<file path="src/rtl/wide_pkt_packer_pkg.sv">
package wide_pkt_packer_pkg;

  typedef struct packed {
    logic write;  // accepted byte lands in a lane
    logic emit;   // beat completes this cycle
    logic sop;    // beat being completed is a packet's first
    logic eop;    // beat being completed is a packet's last
    logic err;    // errored end beat
  } packStrb_t;

endpackage

</file>
<file path="src/rtl/wide_pkt_packer_ctrl.sv">
module wide_pkt_packer_ctrl
  import wide_pkt_packer_pkg::*;
#(
  parameter int LANES      = 64,
  parameter int CHAN_W     = 8,
  parameter int ERR_ZERO_W = 3,
  localparam int LANE_W    = $clog2(LANES)
) (
  input  logic              clk,
  input  logic              rst,
  input  logic              inValid,
  input  logic              inLast,
  input  logic              inErr,
  input  logic [CHAN_W-1:0] inChan,
  output logic              inReady,
  output packStrb_t         strb,
  output logic [LANE_W-1:0] laneIdx,
  output logic [LANE_W-1:0] mtyNext,
  output logic [CHAN_W-1:0] chanNext
);

  logic              inPkt;
  logic              errSticky;
  logic              gap;
  logic              sopNext;
  logic [CHAN_W-1:0] chanHold;
  logic              accept;
  logic              lastLane;
  logic [LANE_W-1:0] mtyRaw;

  assign inReady  = !rst && !gap;
  assign accept   = inValid && inReady;
  assign lastLane = (laneIdx == LANE_W'(LANES - 1));
  assign chanNext = inPkt ? chanHold : inChan;

  always_comb begin
    strb.write = accept;
    strb.emit  = accept && (inLast || lastLane);
    strb.eop   = accept && inLast;
    strb.sop   = sopNext;
    strb.err   = accept && inLast && (errSticky || inErr);
    mtyRaw     = strb.eop ? (LANE_W'(LANES - 1) - laneIdx) : '0;
    mtyNext    = mtyRaw;
    if (strb.err) mtyNext[ERR_ZERO_W-1:0] = '0;
  end

  always_ff @(posedge clk) begin
    if (rst) begin
      laneIdx   <= '0;
      inPkt     <= 1'b0;
      errSticky <= 1'b0;
      gap       <= 1'b0;
      sopNext   <= 1'b1;
      chanHold  <= '0;
    end else begin
      gap <= accept && inLast;
      if (strb.emit) sopNext <= inLast;
      if (accept) begin
        if (inLast) begin
          laneIdx   <= '0;
          inPkt     <= 1'b0;
          errSticky <= 1'b0;
        end else begin
          laneIdx   <= lastLane ? '0 : laneIdx + 1'b1;
          inPkt     <= 1'b1;
          errSticky <= errSticky || inErr;
          chanHold  <= chanNext;
        end
      end
    end
  end

  // one-cycle gap after the last byte of a packet
  assert_ready_gap_R9: assert property (@(posedge clk) disable iff (rst)
    (accept && inLast) |=> !inReady);

  // no gap after a byte that does not end a packet
  assert_ready_keep_R9: assert property (@(posedge clk) disable iff (rst)
    (accept && !inLast) |=> inReady);

endmodule

</file>
<file path="src/rtl/wide_pkt_packer_dp.sv">
module wide_pkt_packer_dp
  import wide_pkt_packer_pkg::*;
#(
  parameter int LANES    = 64,
  parameter int BYTE_W   = 8,
  parameter int CHAN_W   = 8,
  localparam int LANE_W  = $clog2(LANES),
  localparam int DATA_W  = LANES * BYTE_W
) (
  input  logic              clk,
  input  logic              rst,
  input  packStrb_t         strb,
  input  logic [LANE_W-1:0] laneIdx,
  input  logic [LANE_W-1:0] mtyNext,
  input  logic [CHAN_W-1:0] chanNext,
  input  logic [BYTE_W-1:0] inByte,
  output logic              outEna,
  output logic              outSop,
  output logic              outEop,
  output logic              outErr,
  output logic [CHAN_W-1:0] outChan,
  output logic [LANE_W-1:0] outMty,
  output logic [DATA_W-1:0] outData
);

  logic [BYTE_W-1:0] accLane [LANES];
  logic [DATA_W-1:0] mergedWord;

  for (genvar g = 0; g < LANES; g++) begin : gLane
    logic [BYTE_W-1:0] nextLane;
    assign nextLane = (strb.write && laneIdx == LANE_W'(g)) ? inByte : accLane[g];
    assign mergedWord[DATA_W-1-g*BYTE_W -: BYTE_W] = nextLane;
    always_ff @(posedge clk) begin
      if (rst || strb.emit) accLane[g] <= '0;
      else                  accLane[g] <= nextLane;
    end
  end

  always_ff @(posedge clk) begin
    if (rst) begin
      outEna  <= 1'b0;
      outSop  <= 1'b0;
      outEop  <= 1'b0;
      outErr  <= 1'b0;
      outChan <= '0;
      outMty  <= '0;
      outData <= '0;
    end else begin
      outEna <= strb.emit;
      outSop <= strb.emit && strb.sop;
      outEop <= strb.emit && strb.eop;
      outErr <= strb.emit && strb.err;
      if (strb.emit) begin
        outChan <= chanNext;
        outMty  <= mtyNext;
        outData <= mergedWord;
      end
    end
  end

  // checker state: previous beat's channel and end marker
  logic [CHAN_W-1:0] prevChan;
  logic              prevEop;
  always_ff @(posedge clk) begin
    if (rst) begin
      prevChan <= '0;
      prevEop  <= 1'b1;
    end else if (outEna) begin
      prevChan <= outChan;
      prevEop  <= outEop;
    end
  end

  assert_err_on_end_R7: assert property (@(posedge clk) disable iff (rst)
    outErr |-> (outEna && outEop));

  assert_err_mty_R8: assert property (@(posedge clk) disable iff (rst)
    (outEna && outErr) |-> (outMty[2:0] == 3'b000));

  assert_full_beat_R3: assert property (@(posedge clk) disable iff (rst)
    (outEna && !outEop) |-> (outMty == '0));

  assert_sop_follows_eop_R5: assert property (@(posedge clk) disable iff (rst)
    outEna |-> (outSop == prevEop));

  assert_chan_hold_R6: assert property (@(posedge clk) disable iff (rst)
    (outEna && !outSop) |-> (outChan == prevChan));

  assert_low_lanes_zero_R4: assert property (@(posedge clk) disable iff (rst)
    (outEna && outEop) |->
      ((outData & ~({DATA_W{1'b1}} << (outMty * BYTE_W))) == '0));

endmodule

</file>
<file path="src/rtl/wide_pkt_packer.sv">
module wide_pkt_packer
  import wide_pkt_packer_pkg::*;
#(
  parameter int LANES      = 64,
  parameter int BYTE_W     = 8,
  parameter int CHAN_W     = 8,
  parameter int ERR_ZERO_W = 3,
  localparam int LANE_W    = $clog2(LANES),
  localparam int DATA_W    = LANES * BYTE_W
) (
  input  logic              clk,
  input  logic              rst,
  input  logic              inValid,
  output logic              inReady,
  input  logic [BYTE_W-1:0] inByte,
  input  logic              inLast,
  input  logic              inErr,
  input  logic [CHAN_W-1:0] inChan,
  output logic              outEna,
  output logic              outSop,
  output logic              outEop,
  output logic              outErr,
  output logic [CHAN_W-1:0] outChan,
  output logic [LANE_W-1:0] outMty,
  output logic [DATA_W-1:0] outData
);

  packStrb_t         strb;
  logic [LANE_W-1:0] laneIdx;
  logic [LANE_W-1:0] mtyNext;
  logic [CHAN_W-1:0] chanNext;

  wide_pkt_packer_ctrl #(
    .LANES(LANES), .CHAN_W(CHAN_W), .ERR_ZERO_W(ERR_ZERO_W)
  ) u_ctrl (
    .clk(clk), .rst(rst), .inValid(inValid), .inLast(inLast), .inErr(inErr),
    .inChan(inChan), .inReady(inReady), .strb(strb), .laneIdx(laneIdx),
    .mtyNext(mtyNext), .chanNext(chanNext)
  );

  wide_pkt_packer_dp #(
    .LANES(LANES), .BYTE_W(BYTE_W), .CHAN_W(CHAN_W)
  ) u_dp (
    .clk(clk), .rst(rst), .strb(strb), .laneIdx(laneIdx), .mtyNext(mtyNext),
    .chanNext(chanNext), .inByte(inByte), .outEna(outEna), .outSop(outSop),
    .outEop(outEop), .outErr(outErr), .outChan(outChan), .outMty(outMty),
    .outData(outData)
  );

endmodule

</file>
<file path="config.mk">
export PLATFORM = sky130hd
export DESIGN_NAME = wide_pkt_packer
export DESIGN_NICKNAME = d
export VERILOG_FILES = /design/src/rtl/wide_pkt_packer_pkg.sv /design/src/rtl/wide_pkt_packer_ctrl.sv /design/src/rtl/wide_pkt_packer_dp.sv /design/src/rtl/wide_pkt_packer.sv
export SDC_FILE = /design/constraint.sdc
export NUM_CORES = 2
export LEC_CHECK = 0
export ABC_AREA = 0
export BUFFER_PORTS_ARGS = -buffer_cell sky130_fd_sc_hd__buf_2
export CORE_ASPECT_RATIO = 0.8
export CORE_MARGIN = 2
export CORE_UTILIZATION = 51
export DETAILED_ROUTE_END_ITERATION = 8
export MAX_ROUTING_LAYER = met4
export PLACE_DENSITY = 0.74
export SETUP_SLACK_MARGIN = 0.5
export SLEW_MARGIN = 20
export SYNTH_ARGS = -nofsm -noshare
export SYNTH_HDL_FRONTEND = slang
export SYNTH_SLANG_ARGS = --single-unit
</file>
<file path="constraint.sdc">
create_clock -name clk -period 2.2 [get_ports clk]
set_clock_uncertainty 0.2 [all_clocks]
set_input_delay 0.66 -clock clk [delete_from_list [all_inputs] [get_ports clk]]
set_output_delay 0.66 -clock clk [all_outputs]
set_load 0.01 [all_outputs]
</file>
==> metrics <==
Pins Over Slew Limit 0; P_int 0.0301 W; Wirelength per Cell 25.7 um; Clk pin slew, worst setup/hold paths 70 ps; DR iter-0 viols 2002; Total GRT Usage 31.4%; Total Power 0.0391 W; I/O Buffers 551; flop-to-flop setup slack -40 ps; Hold EP u_ctrl.chanHold[7]; share of layout cells above drive strength 1 36.6%; grt ovf 0; clock sink count 1059; top-level I/O count 552; CTS Buf Count 96; failing checks setup timing; Reg2Reg Depth 9; Worst R2R Start u_ctrl.laneIdx[0]; outcome complete, but fails checks; RSZ-0062 raised after global routing true; Main synth FF type dfxtp_1; CORE AREA 68900 um^2; Final WS setup -44.7 ps; top cells by area, synth dfxtp_1, mux2i_1, o2bb2ai_1; vias post-DR 28346; hold depth 3; Combinational Power Share 6.2%; Area Overhead vs Synth 40.3%; antenna violations before repair 2; switching share of power 23.0%; crit end category flip-flop; Final #Nets 3823; first-pass GRT wire length 168 mm; Hold Crit Class input pin to flip-flop; worst path required time 2540 ps; CP max stage delay 370 ps; Post-synth ARST share 0%; Slew HR 60.4%; final worst-path cycle share 102%; Cell Area, Synth 35500 um^2; CP delay by family, top buffers and inverters; Post-CTS Hold Fix Bufs 0; Leakage 22.7 nW; R2R Path End u_dp.outData[141]; DP Wirelength 67.6 mm; CTS tree done; hold_sp inChan[7]; Reg power frac 49.1%; largest net degree at the start of global routing 46; Die Area 71700 um^2; Detail Route Antenna Nets 0; Synth Net Count 3078; Hold Violations, Final 0; Cell Rows 86; CP Class flip-flop to flip-flop; maximum vdd drop 0.858 mV; Critical Path Start Type flip-flop; fin util 72.3%; drt drc 0; P_sw 0.00899 W; WP data arrival 2590 ps; worst path cell trace ha_4 -> and4bb_2 -> buf_6 -> a21oi_4 -> buf_12 -> buf_4 -> buf_12 -> buf_16 -> o2bb2ai_1; Via density 5.91; Peak Freq 445 MHz; vias in the first global route 26811; CP dominant cell by count buf_12; Power Dens Cells 785 nW/um^2; chip width 299 um; Post-synth EDFFs 0; Hold Slack 62.1 ps; Starting Density 51.5%; origin of the worst setup path u_ctrl.laneIdx[0]; largest area contributor in the netlist dfxtp_1; post-layout min period 2240 ps; synthesis-stage register bit count 1059; YS warnings 0; Synth top area share 59.7%; worst slew pin tran 595 ps; Post-DP Area 41200 um^2; register area share after synthesis 59.7%; DR pass1 iterations 5; Max-cap violations 0; cell area after layout 49800 um^2; clk_lat worst skew 660 ps; # H-tree levels 3; RePlAce Congestion 0.859; syn_area_per_cell 11.6 um^2; Worst path slowest cell dfxtp_4; Final setup viols 112; Mapped Cells 3053; Routed WL 124 mm; clk root buf clkbuf_16; Ant. Diodes 0; Worst Path Buf+Inv 5; Netlist cell types 45; overall die height 240 um; clock power share 44.6%; critical-path maximum fanout 21; Clock Path Buffers 3
final cells by class:
type,instances,area (um^2)
sequential,1059,21200
fill,4344,19100
multi-input combinational,1717,15300
timing repair buffer,920,8780
clock buffer,141,2810
tap,924,1160
clock inverter,34,475
inverter,4,17.5
what timing repair did:
| item | 4_1_cts | 5_1_grt |
|---|---|---|
| cloned | 38 | 32 |
| pin swaps | 23 | 21 |
| buffers inserted | 42 | 14 |
| resized for setup | 307 | 241 |
| endpoints found under the setup margin | 1581 | 1584 |
how the worst max path moves through the flow:
stage,endpoint,slack (ps),depth (start not counted)
after floorplan,u_dp.outData[480],40,6
after global placement,u_dp.outData[245],-350,8
after detailed placement,u_dp.outData[244],-360,8
after CTS,inReady,-10,3
after global routing,u_dp.outData[150],-80,12
final,u_dp.outData[141],-40,9
registers in the layout (all words and copies together) (netlist names), 6 cells and up:
register and flops:
u_ctrl.laneIdx 6, u_ctrl.chanHold 8, u_dp.outData 512, u_dp.accLane 512, u_dp.outMty 6, u_dp.outChan 8
synthesized netlist by cell type, types with 2 or more instances:
library cell and instances:
a21oi_1 11, a221o_1 8, a2bb2oi_1 3, and2_1 6
and3_1 23, and4b_1 3, and4bb_2 5, buf_1 11
buf_2 143, buf_4 19, buf_6 5, clkbuf_1 93
clkbuf_2 2, dfxtp_1 1059, ha_1 4, inv_1 3
mux2i_1 520, nand2_1 25, nand2_2 8, nand2b_1 2
nand3_1 7, nand3_2 16, nand3_4 10, nand3b_1 3
nor2_1 524, nor3b_1 2, nor4bb_1 6, o2bb2ai_1 515
power groups by stage:
| stage | Sequential (W) | Combinational (W) | Clock [W] |
|---|---|---|---|
| 2_1_floorplan | 0.0197 | 0.000838 | 0 |
| 3_3_place_gp | 0.0197 | 0.00148 | 0 |
| 3_5_place_dp | 0.0197 | 0.00149 | 0 |
| 4_1_cts | 0.0192 | 0.00203 | 0.0174 |
| 5_1_grt | 0.0192 | 0.00248 | 0.0183 |
| 6_report | 0.0192 | 0.00243 | 0.0175 |
logic make-up after synthesis:
group	after synthesis	synth area share (%)
XOR/XNOR	1	0.0247
adder cells (fa/ha/maj)	4	0.141
AO/OA/AOI/OAI	539	13.2
buffers and inverters	277	3.75
AND/OR/NAND/NOR	653	8.48
flip-flops	1059	59.7
multiplexers	520	14.7
worst min-delay path, cell delays in order:
cell	delay [ps]
buf_2	90
mux2i_1	60
nor2_1	70
layer usage:
metal	up-vias	wire, um	track usage, %
met5	-	0	-
met2	1439	58700	50.0
li1	12397	-	-
met3	412	8340	4.00
met1	14098	50500	40.7
met4	0	6050	12.6
cell usage in the layout (no fill, tap or decap), drive strengths merged:
cell and n:
dfxtp 1059, nor2b 2, inv 8, nor3 1, nand3 33, a21oi 11
and3b 1, and4 1, bufbuf 4, nand3b 3, or4 1, bufinv 8
and2 6, nand2 33, nor4b 3, and4b 3, buf 891, a21o 1
nor4bb 6, nor4 1, nor2 525, a221o 8, nor3b 2, xor2 1
clkinvlp 1, a31oi 1, mux2i 520, and3 23, o2bb2ai 515, and4bb 6
clkbuf 166, ha 4, clkinv 21, nand2b 2, a2bb2oi 3, nand4bb 1
metrics by stage:
| step | instances | setup WS (ps) | TNS (ps) |
|---|---|---|---|
| after global placement | 4498 | -348 | -242180 |
| after floorplan | 3053 | 39.3 | 0 |
| after CTS | 4753 | -13.1 | -58.5 |
| after global routing | 4799 | -76.4 | -15280 |
| final | 4799 | -44.7 | -1310 |
| after detailed placement | 4498 | -363 | -258630 |
No activity file was read; power rests on OpenSTA's default activity.
